**src/rtl/sdmon_pkg.sv**
```systemverilog
`timescale 1ns/1ps
package sdmon_pkg;
  typedef enum logic [3:0] {
    CMD_NOP   = 4'd0,
    CMD_MRS   = 4'd1,
    CMD_REF   = 4'd2,
    CMD_ACT   = 4'd3,
    CMD_RD    = 4'd4,
    CMD_WR    = 4'd5,
    CMD_PRE   = 4'd6,
    CMD_BST   = 4'd7,
    CMD_DESEL = 4'd8,
    CMD_SUSP  = 4'd9
  } cmd_e;

  localparam int NUM_VIOL = 10;
  localparam int V_BUSY   = 0;
  localparam int V_MRD    = 1;
  localparam int V_RCD    = 2;
  localparam int V_IDLE   = 3;
  localparam int V_RAS    = 4;
  localparam int V_RP     = 5;
  localparam int V_REOPEN = 6;
  localparam int V_RRD    = 7;
  localparam int V_RFC    = 8;
  localparam int V_APBUSY = 9;

  // strobes from decode control to bank datapath
  typedef struct packed {
    logic en;
    logic any;
    logic act;
    logic rd;
    logic wr;
    logic pre;
    logic preAll;
    logic mrs;
    logic refr;
    logic bst;
    logic ap;
    logic bank;
  } strobe_t;

  function automatic int maxInt(input int a, input int b);
    return (a > b) ? a : b;
  endfunction
endpackage

```
**src/rtl/sdmon_ctrl.sv**
```systemverilog
`timescale 1ns/1ps
module sdmon_ctrl import sdmon_pkg::*; (
  input  logic    clk,
  input  logic    rstN,
  input  logic    csN,
  input  logic    rasN,
  input  logic    casN,
  input  logic    weN,
  input  logic    cke,
  input  logic    bankSel,
  input  logic    a10,
  output strobe_t stb,
  output cmd_e    cmdCode
);
  logic ckeQ;
  cmd_e code;

  always_ff @(posedge clk) begin
    if (!rstN) ckeQ <= 1'b1;
    else       ckeQ <= cke;
  end

  always_comb begin
    if (!ckeQ)    code = CMD_SUSP;
    else if (csN) code = CMD_DESEL;
    else begin
      case ({rasN, casN, weN})
        3'b000:  code = CMD_MRS;
        3'b001:  code = CMD_REF;
        3'b011:  code = CMD_ACT;
        3'b101:  code = CMD_RD;
        3'b100:  code = CMD_WR;
        3'b010:  code = CMD_PRE;
        3'b110:  code = CMD_BST;
        default: code = CMD_NOP;
      endcase
    end
  end

  always_comb begin
    stb.en     = ckeQ;
    stb.any    = !(code inside {CMD_NOP, CMD_DESEL, CMD_SUSP});
    stb.act    = (code == CMD_ACT);
    stb.rd     = (code == CMD_RD);
    stb.wr     = (code == CMD_WR);
    stb.pre    = (code == CMD_PRE);
    stb.mrs    = (code == CMD_MRS);
    stb.refr   = (code == CMD_REF);
    stb.bst    = (code == CMD_BST);
    stb.preAll = a10;
    stb.ap     = a10;
    stb.bank   = bankSel;
  end

  always_ff @(posedge clk) begin
    if (!rstN) cmdCode <= CMD_NOP;
    else       cmdCode <= code;
  end
endmodule

```
**src/rtl/sdmon_path.sv**
```systemverilog
`timescale 1ns/1ps
module sdmon_path import sdmon_pkg::*; #(
  parameter int T_RCD     = 3,
  parameter int T_RP      = 3,
  parameter int T_RAS     = 7,
  parameter int T_RRD     = 2,
  parameter int T_RFC     = 10,
  parameter int T_MRD     = 2,
  parameter int BURST_LEN = 8
) (
  input  logic                clk,
  input  logic                rstN,
  input  strobe_t             stb,
  input  logic                dqm,
  output logic [1:0]          bankActive,
  output logic [NUM_VIOL-1:0] violation,
  output logic                rdHiZ,
  output logic                wrMask
);
  localparam int NB   = 2;
  localparam int TMAX = maxInt(maxInt(maxInt(T_RCD, T_RP), maxInt(T_RAS, T_RRD)),
                               maxInt(T_RFC, T_MRD));
  localparam int CW   = $clog2(TMAX + 1) + 1;
  localparam int AW   = $clog2(BURST_LEN + 1);
  localparam logic [CW-1:0] SAT = '1;

  function automatic logic [CW-1:0] satInc(input logic [CW-1:0] x);
    return (x == SAT) ? x : x + 1'b1;
  endfunction

  logic [NUM_VIOL-1:0] bankViol [NB];
  logic [NUM_VIOL-1:0] globViol;
  logic [CW-1:0]       sinceMrs, sinceRef;
  logic [AW-1:0]       wrLeft;
  logic [2:0]          dqmPipe;
  logic                accessAny;

  assign accessAny = stb.rd || stb.wr;

  for (genvar gb = 0; gb < NB; gb++) begin : g_bank
    logic                isOpen, hit, preHit, apDone, access;
    logic [CW-1:0]       sinceAct, sincePre;
    logic [AW-1:0]       apCnt;
    logic [NUM_VIOL-1:0] v;

    assign hit    = (stb.bank == 1'(gb));
    assign preHit = stb.pre && (stb.preAll || hit);
    assign apDone = stb.en && (apCnt == AW'(1));
    assign access = accessAny && hit;

    always_ff @(posedge clk) begin
      if (!rstN) begin
        isOpen   <= 1'b0;
        sinceAct <= SAT;
        sincePre <= SAT;
        apCnt    <= '0;
      end else if (stb.en) begin
        sinceAct <= (stb.act && hit) ? CW'(1) : satInc(sinceAct);
        sincePre <= ((preHit && isOpen) || apDone) ? CW'(1) : satInc(sincePre);
        if (stb.act && hit)          isOpen <= 1'b1;
        else if (preHit || apDone)   isOpen <= 1'b0;
        if (access && stb.ap && isOpen) apCnt <= AW'(BURST_LEN);
        else if (apCnt != '0)           apCnt <= apCnt - 1'b1;
      end
    end

    always_comb begin
      v           = '0;
      v[V_BUSY]   = (stb.mrs || stb.refr) && isOpen;
      v[V_IDLE]   = access && !isOpen;
      v[V_RCD]    = access && isOpen && (sinceAct < CW'(T_RCD));
      v[V_APBUSY] = accessAny && (apCnt > AW'(1));
      v[V_RAS]    = preHit && isOpen && (sinceAct < CW'(T_RAS));
      v[V_RP]     = stb.act && hit && (sincePre < CW'(T_RP));
      v[V_REOPEN] = stb.act && hit && isOpen;
      v[V_RRD]    = stb.act && !hit && (sinceAct < CW'(T_RRD));
    end

    assign bankViol[gb]   = v;
    assign bankActive[gb] = isOpen;
  end

  always_comb begin
    globViol        = '0;
    globViol[V_MRD] = stb.any && (sinceMrs < CW'(T_MRD));
    globViol[V_RFC] = stb.any && (sinceRef < CW'(T_RFC));
    for (int b = 0; b < NB; b++) globViol = globViol | bankViol[b];
  end

  always_ff @(posedge clk) begin
    if (!rstN) begin
      violation <= '0;
      sinceMrs  <= SAT;
      sinceRef  <= SAT;
      wrLeft    <= '0;
      wrMask    <= 1'b0;
      dqmPipe   <= '0;
    end else begin
      dqmPipe <= {dqmPipe[1:0], dqm};
      wrMask  <= dqm && (stb.wr || (stb.en && wrLeft != '0));
      if (stb.en) begin
        violation <= violation | globViol;
        sinceMrs  <= stb.mrs  ? CW'(1) : satInc(sinceMrs);
        sinceRef  <= stb.refr ? CW'(1) : satInc(sinceRef);
        if (stb.wr)                 wrLeft <= AW'(BURST_LEN - 1);
        else if (stb.rd || stb.bst) wrLeft <= '0;
        else if (wrLeft != '0)      wrLeft <= wrLeft - 1'b1;
      end
    end
  end

  assign rdHiZ = dqmPipe[2];
endmodule

```
**src/rtl/sdram_cmd_monitor.sv**
```systemverilog
`timescale 1ns/1ps
module sdram_cmd_monitor import sdmon_pkg::*; #(
  parameter int T_RCD     = 3,
  parameter int T_RP      = 3,
  parameter int T_RAS     = 7,
  parameter int T_RRD     = 2,
  parameter int T_RFC     = 10,
  parameter int T_MRD     = 2,
  parameter int BURST_LEN = 8
) (
  input  logic                clk,
  input  logic                rstN,
  input  logic                csN,
  input  logic                rasN,
  input  logic                casN,
  input  logic                weN,
  input  logic                cke,
  input  logic                bankSel,
  input  logic                a10,
  input  logic                dqm,
  output logic [3:0]          cmdCode,
  output logic [1:0]          bankActive,
  output logic [NUM_VIOL-1:0] violation,
  output logic                rdHiZ,
  output logic                wrMask
);
  strobe_t stb;
  cmd_e    codeQ;

  sdmon_ctrl u_ctrl (
    .clk(clk), .rstN(rstN), .csN(csN), .rasN(rasN), .casN(casN), .weN(weN),
    .cke(cke), .bankSel(bankSel), .a10(a10), .stb(stb), .cmdCode(codeQ)
  );

  sdmon_path #(
    .T_RCD(T_RCD), .T_RP(T_RP), .T_RAS(T_RAS), .T_RRD(T_RRD),
    .T_RFC(T_RFC), .T_MRD(T_MRD), .BURST_LEN(BURST_LEN)
  ) u_path (
    .clk(clk), .rstN(rstN), .stb(stb), .dqm(dqm), .bankActive(bankActive),
    .violation(violation), .rdHiZ(rdHiZ), .wrMask(wrMask)
  );

  assign cmdCode = codeQ;
endmodule

```
**config.mk**
```make
export PLATFORM = sky130hd
export DESIGN_NAME = sdram_cmd_monitor
export DESIGN_NICKNAME = d
export VERILOG_FILES = /design/src/rtl/sdmon_pkg.sv /design/src/rtl/sdmon_ctrl.sv /design/src/rtl/sdmon_path.sv /design/src/rtl/sdram_cmd_monitor.sv
export SDC_FILE = /design/constraint.sdc
export NUM_CORES = 1
export LEC_CHECK = 0
export BUFFER_PORTS_ARGS = -buffer_cell sky130_fd_sc_hd__clkbuf_2
export CAP_MARGIN = 20
export CORE_MARGIN = 1.5
export CORE_UTILIZATION = 60
export DETAILED_ROUTE_END_ITERATION = 8
export HOLD_SLACK_MARGIN = 0.08
export MAX_ROUTING_LAYER = met4
export PLACE_DENSITY = 0.8
export SYNTH_ARGS = -nofsm -noshare
export SYNTH_HDL_FRONTEND = slang
export SYNTH_SLANG_ARGS = --single-unit
```
**constraint.sdc**
```tcl
create_clock -name clk -period 2.6 [get_ports clk]
set_input_delay 0.78 -clock clk [delete_from_list [all_inputs] [get_ports clk]]
set_output_delay 0.78 -clock clk [all_outputs]
set_load 0.02 [all_outputs]
```
### Word-level counts from Yosys, hierarchy flattened

Cells that the tools add are included.

| word-level totals | value |
|---|---|
| register bits after elaboration | 63 |
| output and inout bits | 18 |
| logic and storage cells | 169 |

| operators by class | value |
|---|---|
| add/sub/neg operators | 9 |
| bitwise logic cells | 4 |
| reduce and logical (&&, ||, !) cells | 73 |
| magnitude comparators | 12 |
| muxes and demuxes | 26 |
| equal/unequal tests | 29 |

Operators with widths:

| cell | number |
|---|---|
| 5-bit 2-to-1 mux | 12 |
| 1-bit logical AND | 37 |
| 4-bit 2-to-1 mux | 9 |
| 5-bit by 2-bit less-than comparator with 1-bit output (second input constant) | 7 |
| 5-bit by 1-bit adder with 5-bit output (second input constant) | 6 |
| 5-bit equality test (second input constant) | 6 |
| 2-bit AND reduction | 11 |
| 3-bit one-hot mux with 7 select lines | 1 |
| 10-bit OR | 2 |
| 4-bit by 3-bit equality test with 1-bit output (second input constant) | 4 |
| 4-bit by 1-bit equality test with 1-bit output (second input constant) | 3 |
| 4-bit nonzero test | 3 |
| 4-bit by 1-bit subtractor with 4-bit output (second input constant) | 3 |
| 1-bit logical OR | 10 |
| 5-bit by 3-bit less-than comparator with 1-bit output (second input constant) | 2 |
| 9-bit by 10-bit OR with 10-bit output | 1 |
| 3-bit equality test (second input constant) | 3 |
| 4-bit by 2-bit equality test with 1-bit output (second input constant) | 2 |
| 4-bit equality test (second input constant) | 2 |
| 4-bit by 1-bit greater-than comparator with 1-bit output (second input constant) | 2 |
| 2-bit by 1-bit != test with 1-bit output (second input constant) | 4 |
| 2-bit nonzero test | 4 |
| 3-bit by 2-bit equality test with 1-bit output (second input constant) | 2 |
| 3-bit nonzero test | 2 |
| 8 further kinds | 15 |

### Logic depth before layout (Yosys ltp)

Gate-level depths: netlist of run 1.

| logic depth | value |
|---|---|
| word-level depth | 12 |
| gate-level depth with buffers | 8 |

### Cells and area by module

A second synthesis of run 1 with hierarchy kept.

| second synthesis, totals | value |
|---|---|
| cells, all modules | 390 |
| area total of the unflattened synthesis | 3261.9 um^2 |

Modules (own cells, without submodules):

| module | cells each | area each (um^2) | instances | seq. area each (um^2) |
|---|---|---|---|---|
| sdmon_path | 353 | 2969.1 | 1 | 1161.1 |
| sdmon_ctrl | 37 | 292.8 | 1 | 100.1 |

### Least setup slack after synthesis of run 1

OpenSTA, ideal clock, no wires.

| path | value |
|---|---|
| path kind | input to register |
| start point | input port rasN |
| end point | register u_path.g_bank[0].sincePre[0] |
| cell stages on the path | 5 |
| path slack | 673 ps |
| data arrival time | 1800 ps |
| required time | 2473 ps |
| setup time | 127 ps |
| path through | buf_2 -> nand4bb_2 -> nor3_2 -> a32o_1 -> or3_1 |

| on the way | value |
|---|---|
| word-level cells in the longest chain between the ends | 10 |
| elaborated cells between the ends (all ways) | 17 |
| those cells by class | 8 x eq/ne; 4 x mux; 5 x reduce/logical |

RTL lines:

| what | RTL line | text |
|---|---|---|
| start, declared | sdram_cmd_monitor.sv:14 | `input logic rasN,` |
| 3-bit equality test (tied with other cells) | sdmon_ctrl.sv:27 | `case ({rasN, casN, weN})` |
| 3-bit one-hot mux with 7 select lines (*) | sdmon_ctrl.sv:27 |  |
| 4-bit 2-to-1 mux (*) | sdmon_ctrl.sv:25 | `else if (csN) code = CMD_DESEL;` |
| 4-bit 2-to-1 mux (*) | sdmon_ctrl.sv:24 | `if (!ckeQ) code = CMD_SUSP;` |
| 4-bit by 3-bit equality test with 1-bit output (*) | sdmon_ctrl.sv:46 | `stb.pre = (code == CMD_PRE);` |
| 1-bit logical AND (*) | sdmon_path.sv:47 | `assign preHit = stb.pre && (stb.preAll \|\| hit);` |
| 1-bit logical AND (*) | sdmon_path.sv:59 | `sincePre <= ((preHit && isOpen) \|\| apDone) ? CW'(1) : satInc(sincePre);` |
| 1-bit logical OR (*) | sdmon_path.sv:59 |  |
| 2-bit by 1-bit != test with 1-bit output (no source line) | -- |  |
| 2-bit AND reduction (no source line) | -- |  |
| end signal, assigned | sdmon_path.sv:59 |  |
| end, declared | sdmon_path.sv:42 | `logic [CW-1:0] sinceAct, sincePre;` |

Every way passes the cells marked *; elsewhere a longest branch is shown, timed or not.
A chain may end at the register's enable or synchronous reset.

### Final worst setup path of run 1

| path | value |
|---|---|
| start point | register u_path.g_bank[0].sincePre[0] |
| end point | register u_path.g_bank[0].sincePre[3] |

| on the way | value |
|---|---|
| word-level cells in the longest chain between the ends | 3 |
| elaborated cells between the ends (all ways) | 6 |
| those cells by class | 1 x add/sub; 2 x eq/ne; 2 x mux; 1 x reduce/logical |

RTL lines:

| what | RTL line | text |
|---|---|---|
| 5-bit by 1-bit adder with 5-bit output or 5-bit equality test (tied branches) | sdmon_path.sv:28 | `return (x == SAT) ? x : x + 1'b1;` |
| 5-bit 2-to-1 mux or 2-bit by 1-bit != test with 1-bit output (tied branches) | -- |  |
| 5-bit 2-to-1 mux or 2-bit AND reduction (tied branches) | -- |  |

Parallel ways exist; a longest one is shown, timed or not. The select of a mux whose other input is x is not followed.

==> run metrics, run 1 <==
vias per std cell 5.82; drt wl/cell 15.2 um; Initial DRC Count 216; Synth area leader dfxtp_1; Post-Route WL 6.87 mm; # clock sinks 63; crit share post-route 75.1%; Max-Cap Viols 0; FMAX 512 MHz; Setup Buffers After CTS 0; post-route cell area 3570 um2; clk buf depth 2; cts repair resizes 0; IR drop worst, VDD 696 uV; total number of vias 2638; H-tree levels 3; number of I/O pins 28; Util after Layout 69.5%; top cell type's share of synthesized area 39.2%; library cells used by synthesis 62; Syn-to-layout area delta 11.1%; min Tclk post-route 1.95 ns; Worst R2R End u_path.g_bank[0].sincePre[3]$_SDFFE_PN1P_; FF-to-FF path depth 7; Combinational Power Share 40.9%; CP Launch Point u_path.g_bank[0].sincePre[0]$_SDFFE_PN1P_; non-filler cells, final 453; Pre-Repair DR Iteration Count 4; Clk pwr share 22.2%; relative slew slack 65.6%; CTS tree yes; clock root cell clkbuf_8; sequential area share after synthesis 39.2%; Clock transition at path regs 0.07 ns; worst slew pin tran 0.510 ns; EDFF count, synth 0; initial antenna violation count 0; worst r2r src u_path.g_bank[0].sincePre[0]$_SDFFE_PN1P_; initial core utilization 62.6%; placed cell count 438; vias in the first global route 2503; Row Count 26; CP required 2.81 ns; Setup TNS 0 ns; max-slew violations 0; crit-path max FO 5; Residual DRC 0; pre-CTS WS 0.445 ns; share of synthesized registers carrying an async set or reset 0%; Critical Path Start Type register; Setup crit end u_path.g_bank[0].sincePre[3]$_SDFFE_PN1P_; switch share 36.9%; first-pass GRT wire length 11.6 mm; Hold Crit Class reg -> reg; port bufs 27; commonest non-fill, non-tap cell in the layout dfxtp_1; Yosys warnings 0; total gr overflow 0; die height 76.2 um; layout cell share with drive strength beyond 1 15.7%; All-Layer GR Usage 25.8%; most common flop cell mapped by yosys dfxtp_1; Core Region 5140 um2; number of CTS-inserted buffers 9; arrival time at the worst endpoint 2.16 ns; Nets 408; insertion delay to the later sink of the worst-skew pair 0.34 ns; Hold Worst Slack 0.435 ns; Detail Route Antenna Nets 0; outcome finished clean; post-synth design cell area 3220 um2; top post-synthesis cells by area dfxtp_1 (39%), ha_1 (7.4%), a21oi_1 (3.3%), xor2_1 (3.3%), mux2i_1 (2.8%); most frequent cells in the layout dfxtp_1 (63), clkbuf_2 (27), nand2_1 (22), a21oi_1 (21), nor2_1 (20); Post-CTS Hold Buffers 0; power share of the sequential group 36.9%; syn_area_per_cell 9.01 um2; critical path class reg -> reg; flop-to-flop setup slack 0.65 ns; Final GP Congestion 0.829; Static Leak 1.53 nW; reported net switching power 1.53 mW; Clock Skews 0.00743 ns; ANT cells 0; Placed Instance Area 3360 um2; endpoint class of the critical path register; dpl hpwl 4.77 mm; Cells after Synth 357; Die ar. 5810 um2; unrepaired setup endpoints after global routing no; flops & latches, synth 63; largest net degree at the start of global routing 46; pwr dens 1170 nW/um2; Die Wd 76.2 um; # setup viols final 0; internal power 2.63 mW; Syn Nets 386; final worst slack 0.647 ns; Hold Fails Final Rpt 0; PnR Total Power 4.16 mW
[worst max-delay path: stages (launching register included)]
cell	delay, ns
dfxtp_1	0.36
ha_1	0.23
and3_1	0.18
ha_1	0.18
nor2b_1	0.38
nand4_1	0.21
xor2_1	0.19
o21ai_0	0.09
[registers in the layout, indices dropped and copies added, names as in the netlist, 2 cells and up]
register / cells
u_ctrl.cmdCode: 4
u_path.sinceRef: 5
u_path.g_bank.sincePre: 10
u_path.dqmPipe: 3
u_path.wrLeft: 4
u_path.violation: 10
u_path.sinceMrs: 5
u_path.g_bank.isOpen: 2
u_path.g_bank.apCnt: 8
u_path.g_bank.sinceAct: 10
[how the worst min path moves through the flow]
stage                     slack, ns  depth (start not counted)                            to                    startpoint
final                          0.43                          1  u_path.dqmPipe[1]$_SDFF_PN0_  u_path.dqmPipe[0]$_SDFF_PN0_
after global routing           0.45                          1  u_path.dqmPipe[2]$_SDFF_PN0_  u_path.dqmPipe[1]$_SDFF_PN0_
after CTS                      0.44                          1  u_path.dqmPipe[1]$_SDFF_PN0_  u_path.dqmPipe[0]$_SDFF_PN0_
after detailed placement       0.42                          1  u_path.dqmPipe[1]$_SDFF_PN0_  u_path.dqmPipe[0]$_SDFF_PN0_
after global placement         0.41                          1  u_path.dqmPipe[2]$_SDFF_PN0_  u_path.dqmPipe[1]$_SDFF_PN0_
after floorplan                0.41                          1  u_path.dqmPipe[1]$_SDFF_PN0_  u_path.dqmPipe[0]$_SDFF_PN0_
[routing by layer]
layer  routed length (um)  global-route usage [%]  part of all wire, %  vias to the layer above
met1                 3280                    33.0                   48                     1251
li1                     -                       -                    -                     1318
met3                  308                    4.67                  4.5                        8
met4                   82                    10.6                  1.2                        0
met5                    0                       -                    0                        -
met2                 3200                    40.5                   47                       61
[synth_stat cells (all sizes together), types with 6 or more instances]
cell,count
a21oi,21
and2,8
and3,10
buf,11
clkbuf,10
dfxtp,63
ha,19
inv,16
mux2i,9
nand2,25
nand2b,8
nand3,13
nand4,6
nor2,21
nor2b,9
o21ai,25
xnor2,6
xor2,12
[power by group through the flow]
stage | sequential (mW) | combinational [mW] | clock, mW
after floorplan | 1.49 | 1.40 | 0
after global placement | 1.53 | 1.60 | 0
after global routing | 1.58 | 1.94 | 0.966
after CTS | 1.53 | 1.70 | 0.929
final | 1.53 | 1.71 | 0.925
after detailed placement | 1.54 | 1.67 | 0
[cell families after synthesis]
group | count (synthesis) | synth area share (%)
xor gates and xnor gates | 18 | 4.90
adders and majority gates | 19 | 7.39
and+or+nand+nor | 128 | 23.1
buffers and inverters | 37 | 5.44
AOI/OAI and AO/OA | 82 | 16.7
muxes | 10 | 3.27
DFF | 63 | 39.2
[final cells by class]
cell class                 instances  area [um2]
clock buffer                      11         141
inverter                          16        60.1
tap                               70        87.6
multi-input combinational        257        1780
sequential                        63        1260
clock inverter                     4        70.1
timing repair buffer              32         173
fill                             421        1570
Note: power is estimated with default switching activity, not from simulation.
==> inputs of run 2 (changes only) <==
ABC_AREA = 1   (was not set)
clock period = 2 ns   (was 2.6 ns; I/O delays follow)
==> run 2 against run 1 <==
Final area rose by 6.3%. Worst setup slack got worse by 0.35 ns. Core utilization fell by 0.11 points. Combinational power rose by 46%. Clock skew rose by 0.00060 ns. Via count rose by 15%.
==> run metrics, run 2 <==
Static Leak 1.91 nW (+25%); endpoint class of the critical path output port; port bufs 27 (unchanged); register area 1260 um2 (unchanged); Clock transition at path regs 0.07 ns (about the same); min Tclk post-route 1.70 ns; vias per std cell 5.39 (-7.4%); Critical Path Start Type register; top cell type's share of synthesized area 37.3% (-1.9 points); CP max-delay cell dfxtp_1; FMAX 588 MHz; Initial DRC Count 182 (-16%); top flop regs u_path.g_bank.sinceAct: 10 flops, u_path.g_bank.sincePre: 10 flops, u_path.violation: 10 flops; Core Region 5470 um2 (+6.5%); arrival time at the worst endpoint 1.10 ns (-1.06 ns); clk buf depth 2 (unchanged); Hold Worst Slack 0.422 ns (-0.0127 ns); total number of vias 3025 (+15%); outcome finished clean; power share of the sequential group 35.4% (-1.5 points); die height 78.1 um (+2.4%); library cells used by synthesis 36 (-42%); clock root cell clkbuf_8; Row Count 27 (+3.8%); ANT cells 0 (unchanged); Post-CTS Hold Buffers 0 (unchanged); sequential area share after synthesis 37.3% (-1.9 points); drt wl/cell 13.0 um (-14%); Hold Crit Class reg -> reg; critical path class reg -> out; top post-synthesis cells by area dfxtp_1 (37%), nand2_1 (9.1%), ha_1 (7.0%), nand3_1 (7.0%), inv_1 (6.0%); CP required 1.40 ns (-1.41 ns); insertion delay to the later sink of the worst-skew pair 0.35 ns (about the same); CP cell instances clkbuf_2; Nets 513 (+26%); Combinational Power Share 43.6% (+2.7 points); Die ar. 6100 um2 (+4.9%); pwr dens 1510 nW/um2 (+30%); max-slew violations 0 (unchanged); Post-synth top cells nand2_1 (82), dfxtp_1 (63), inv_1 (54); most frequent cells in the layout nand2_1 (82), dfxtp_1 (63), inv_1 (54), nand3_1 (47), a21oi_1 (31); area of the multi-input gates 1800 um2 (+0.98%); Die Wd 78.1 um (+2.4%); first-pass GRT wire length 12.5 mm (+7.5%); vias in the first global route 2772 (+11%); CTS tree yes; CP Buf/Inv Count 1 (+1); number of CTS-inserted buffers 9 (unchanged); All-Layer GR Usage 26.8% (+0.94 points); total gr overflow 0 (unchanged); most frequent cell after synthesis nand2_1; Yosys warnings 0 (unchanged); dpl hpwl 5.23 mm (+9.6%); post-synth design cell area 3380 um2 (+5.1%); Syn Nets 482 (+25%); Fillers 501 (+19%); cts repair resizes 0 (unchanged); EDFF count, synth 0 (unchanged); Clk pwr share 21.0% (-1.2 points); # clock sinks 63 (unchanged); Pre-Repair DR Iteration Count 5 (+1); flops & latches, synth 63 (unchanged); unrepaired setup endpoints after global routing no; Clock Skews 0.00802 ns (+0.000596 ns); Detail Route Antenna Nets 0 (unchanged); most common flop cell mapped by yosys dfxtp_1; Residual DRC 0 (unchanged); crit-path max FO 8 (+3); worst slew pin tran 0.500 ns (-0.00995 ns); Setup Buffers After CTS 0 (unchanged); Max-Cap Viols 0 (unchanged); switch share 40.7% (+3.8 points); Post-Route WL 7.32 mm (+6.6%); Syn-to-layout area delta 12.3%; initial core utilization 61.8% (-0.79 points); CP delay by family, top flip-flops; PnR Total Power 5.74 mW (+38%); Util after Layout 69.4% (-0.11 points); crit share post-route 85.1%; largest net degree at the start of global routing 26 (-43%); IR drop worst, VDD 855 uV (+23%); critical path's largest stage delay 0.52 ns (+0.14 ns); relative slew slack 66.6% (+0.94 points); Synth area leader dfxtp_1; Cells after Synth 453 (+27%); initial antenna violation count 0 (unchanged); share of synthesized registers carrying an async set or reset 0% (unchanged); commonest non-fill, non-tap cell in the layout nand2_1; syn_area_per_cell 7.47 um2 (-17%); # setup viols final 0 (unchanged); Final GP Congestion 0.837 (+0.98%); Hold Fails Final Rpt 0 (unchanged); layout cell share with drive strength beyond 1 17.8% (+2.1 points); internal power 3.41 mW (+30%); reported net switching power 2.33 mW (+52%); H-tree levels 3 (unchanged); Setup TNS 0 ns (unchanged); number of I/O pins 28 (unchanged)
[run 2: through the flow]
step | area [um2] | std cells | setup WS [ns]
3_3_place_gp | 3590 | 545 | 0.0628
5_1_grt | 3800 | 561 | 0.133
2_1_floorplan | 3380 | 453 | 0.432
4_1_cts | 3800 | 561 | 0.298
3_5_place_dp | 3590 | 545 | 0.0140
6_report | 3800 | 561 | 0.299
[run 2: area by class of cell]
type	instances	area share, %
timing repair buffer	35	5.14
clock buffer	9	3.26
tap	72	2.37
sequential	63	33.2
inverter	64	6.39
clock inverter	7	2.30
multi-input combinational	311	47.3
[run 2: routing by layer]
metal	GRT usage [%]	vias up	wire length (um)
li1	-	1565	-
met1	33.6	1384	3460
met2	41.8	69	3450
met3	5.93	7	324
met4	11.3	0	93
met5	-	-	0
[run 2: final timing paths]
path / cells past startpoint / endpoint / slack (ns) / from
hold / removal: 2 / u_path.dqmPipe[2]$_SDFF_PN0_ / 0.42 / u_path.dqmPipe[1]$_SDFF_PN0_
hold reg to reg: 2 / u_path.dqmPipe[2]$_SDFF_PN0_ / 0.42 / u_path.dqmPipe[1]$_SDFF_PN0_
setup reg to reg: 9 / u_path.g_bank[1].sincePre[0]$_SDFFE_PN1P_ / 0.30 / u_ctrl.ckeQ$_SDFF_PN1_
setup / recovery: 1 / bankActive[1] / 0.30 / u_path.g_bank[1].isOpen$_SDFFE_PN0P_
[run 2: logic make-up (layout without fill, tap and decap cells)]
family,after synthesis,in the layout,share of synthesized area [%]
adder cells (fa/ha/maj),19,19,7.03
AO/OA/AOI/OAI,61,61,10.3
AND/OR/NAND/NOR,216,216,32.0
XOR/XNOR,15,15,3.88
flip-flops,63,63,37.3
buffers and inverters,79,115,9.54
[run 2: power by group through the flow]
stage | combinational (mW) | clock (mW) | sequential, mW
3_3_place_gp | 2.35 | 0 | 2.03
4_1_cts | 2.49 | 1.22 | 2.02
6_report | 2.50 | 1.21 | 2.03
5_1_grt | 2.89 | 1.29 | 2.08
3_5_place_dp | 2.45 | 0 | 2.04
2_1_floorplan | 2.04 | 0 | 1.98
==> inputs of run 3 (changes only) <==
CELL_PAD_IN_SITES_DETAIL_PLACEMENT = 0   (was not set)
CELL_PAD_IN_SITES_GLOBAL_PLACEMENT = 1   (was not set)
CORE_UTILIZATION = 44   (was 60)
PLACE_DENSITY = not set   (was 0.8)
PLACE_DENSITY_LB_ADDON = 0.1   (was not set)
==> run 3 against run 2 <==
Global-route usage shrank 6.4 points. Worst setup slack got worse by 0.019 ns. Power down 0.56%. Sequential power about the same. Core utilization decreased by 17 points. First-iteration DRC count decreased by 49%. Final area rose by 1.5%. Clock skew about the same. Die area is 35% higher. Non-clock buffer count rose by 3. Clock power about the same. Combinational power shrank 2%. Critical endpoint unchanged.
==> run metrics, run 3 (synthesized netlist as in run 2, its figures left out) <==
insertion delay to the later sink of the worst-skew pair 0.35 ns (about the same); clk buf depth 2 (unchanged); Final GP Congestion 0.848 (+1.3%); pwr dens 1480 nW/um2 (-2.0%); CP max-delay cell dfxtp_1; Residual DRC 0 (unchanged); Setup TNS 0 ns (unchanged); Clock transition at path regs 0.07 ns (about the same); initial core utilization 46.2% (-16 points); Nets 516 (+0.58%); Pre-Repair DR Iteration Count 4 (-1); CP delay by family, top flip-flops; dpl hpwl 5.42 mm (+3.8%); CP Buf/Inv Count 1 (unchanged); pre-CTS WS 0.126 ns (+0.112 ns); Hold Fails Final Rpt 0 (unchanged); placed cell count 575 (+5.5%); Initial DRC Count 92 (-49%); CTS tree yes; Static Leak 1.92 nW (+0.47%); Die Wd 90.7 um (+16%); drt wl/cell 12.7 um (-2.7%); Critical Path Start Type register; Post-CTS Hold Buffers 0 (unchanged); Worst Hold Launch u_path.dqmPipe[0]$_SDFF_PN0_; crit share post-route 86.0% (+0.96 points); Syn-to-layout area delta 14.0%; CP cell instances clkbuf_2; IR drop worst, VDD 589 uV (-31%); Placed Instance Area 3640 um2 (+1.6%); All-Layer GR Usage 20.4% (-6.4 points); die height 90.7 um (+16%); Detail Route Antenna Nets 0 (unchanged); worst r2r src u_path.g_bank[0].sinceAct[0]$_SDFFE_PN1P_; FMAX 581 MHz (-1.1%); post-route cell area 3860 um2 (+1.5%); Hold Crit Class reg -> reg; most frequent cells in the layout nand2_1 (82), dfxtp_1 (63), inv_1 (54), nand3_1 (47), a21oi_1 (31); Setup Buffers After CTS 0 (unchanged); outcome finished clean; commonest non-fill, non-tap cell in the layout nand2_1; max-slew violations 0 (unchanged); # setup viols final 0 (unchanged); critical path's largest stage delay 0.53 ns (about the same); initial antenna violation count 0 (unchanged); Die ar. 8220 um2 (+35%); CP Launch Point u_path.g_bank[1].isOpen$_SDFFE_PN0P_; total gr overflow 0 (unchanged); critical path class reg -> out; Clock Skews 0.00840 ns (+0.000374 ns); number of CTS-inserted buffers 9 (unchanged); relative slew slack 68.6% (+2.0 points); endpoint class of the critical path output port; Row Count 31 (+15%); crit-path max FO 8 (unchanged); number of I/O pins 28 (unchanged); clock root cell clkbuf_8; H-tree levels 3 (unchanged); total number of vias 2947 (-2.6%); power share of the sequential group 35.5% (about the same); Post-Route WL 7.50 mm (+2.5%); Util after Layout 52.6% (-17 points); ANT cells 0 (unchanged); vias per std cell 4.99 (-7.5%); cts repair resizes 0 (unchanged); Fillers 750 (+50%); port bufs 27 (unchanged); # clock sinks 63 (unchanged); Hold Worst Slack 0.426 ns (+0.00408 ns); CP required 1.40 ns (about the same); Max-Cap Viols 0 (unchanged); first-pass GRT wire length 12.8 mm (+2.6%); PnR Total Power 5.71 mW (-0.56%); reported net switching power 2.30 mW (-1.6%); Combinational Power Share 43.1% (-0.5 points); switch share 40.2% (-0.45 points); Core Region 7330 um2 (+34%); arrival time at the worst endpoint 1.12 ns (+0.02 ns); min Tclk post-route 1.72 ns (+0.0192 ns); layout cell share with drive strength beyond 1 18.1% (+0.30 points); top flop regs u_path.g_bank.sinceAct: 10 flops, u_path.g_bank.sincePre: 10 flops, u_path.violation: 10 flops; final worst slack 0.280 ns (-0.0192 ns); worst slew pin tran 0.470 ns (-0.0302 ns); largest net degree at the start of global routing 20 (-23%); Clk pwr share 21.4% (+0.4 points); unrepaired setup endpoints after global routing no; internal power 3.41 mW (+0.19%); vias in the first global route 2758 (-0.51%); non-filler cells, final 591 (+5.3%)
==> run 3: cell count changes in the layout (fill, tap and decap cells not counted) <==
cell / delta
clkinvlp_4: +1
clkinv_2: -2
buf_4: +3
clkbuf_1: +1
==> run 3: layer usage <==
layer	wire length, um	global-route usage [%]
met1	3680	24.9
met2	3420	32.4
met3	241	3.37
met4	158	10.4
met5	0	-
==> run 3: layout make-up <==
type / instances / area, um2 / area share (%)
Clock inverter: 6 / 85.1 / 2.21
Inverter: 64 / 243 / 6.29
Multi-Input combinational cell: 311 / 1800 / 46.6
Sequential cell: 63 / 1260 / 32.7
Tap cell: 99 / 124 / 3.21
Clock buffer: 10 / 128 / 3.31
Timing Repair Buffer: 38 / 218 / 5.64
==> run 3: worst paths after layout <==
check                                              endpoint  slack (ns)  cells after the start
hold reg to reg                u_path.dqmPipe[1]$_SDFF_PN0_        0.43                      2
setup / recovery                              bankActive[1]        0.28                      1
hold / removal                 u_path.dqmPipe[1]$_SDFF_PN0_        0.43                      2
setup reg to reg  u_path.g_bank[0].sinceAct[3]$_SDFFE_PN1P_        0.33                      9
==> run 3: worst min-delay path: cells and delay by family, from the launching register on <==
family,cells,cell delay [ns]
simple gates,1,0.05
buf+inv,1,0.04
flops,1,0.31
==> run 3: power groups by stage <==
stage / Combinational, mW / Sequential, mW / Clock [mW]
floorplan: 2.04 / 1.98 / 0
finish: 2.46 / 2.03 / 1.22
global placement: 2.44 / 2.04 / 0
detailed placement: 2.46 / 2.05 / 0
CTS: 2.48 / 2.02 / 1.26
global route: 2.89 / 2.09 / 1.30
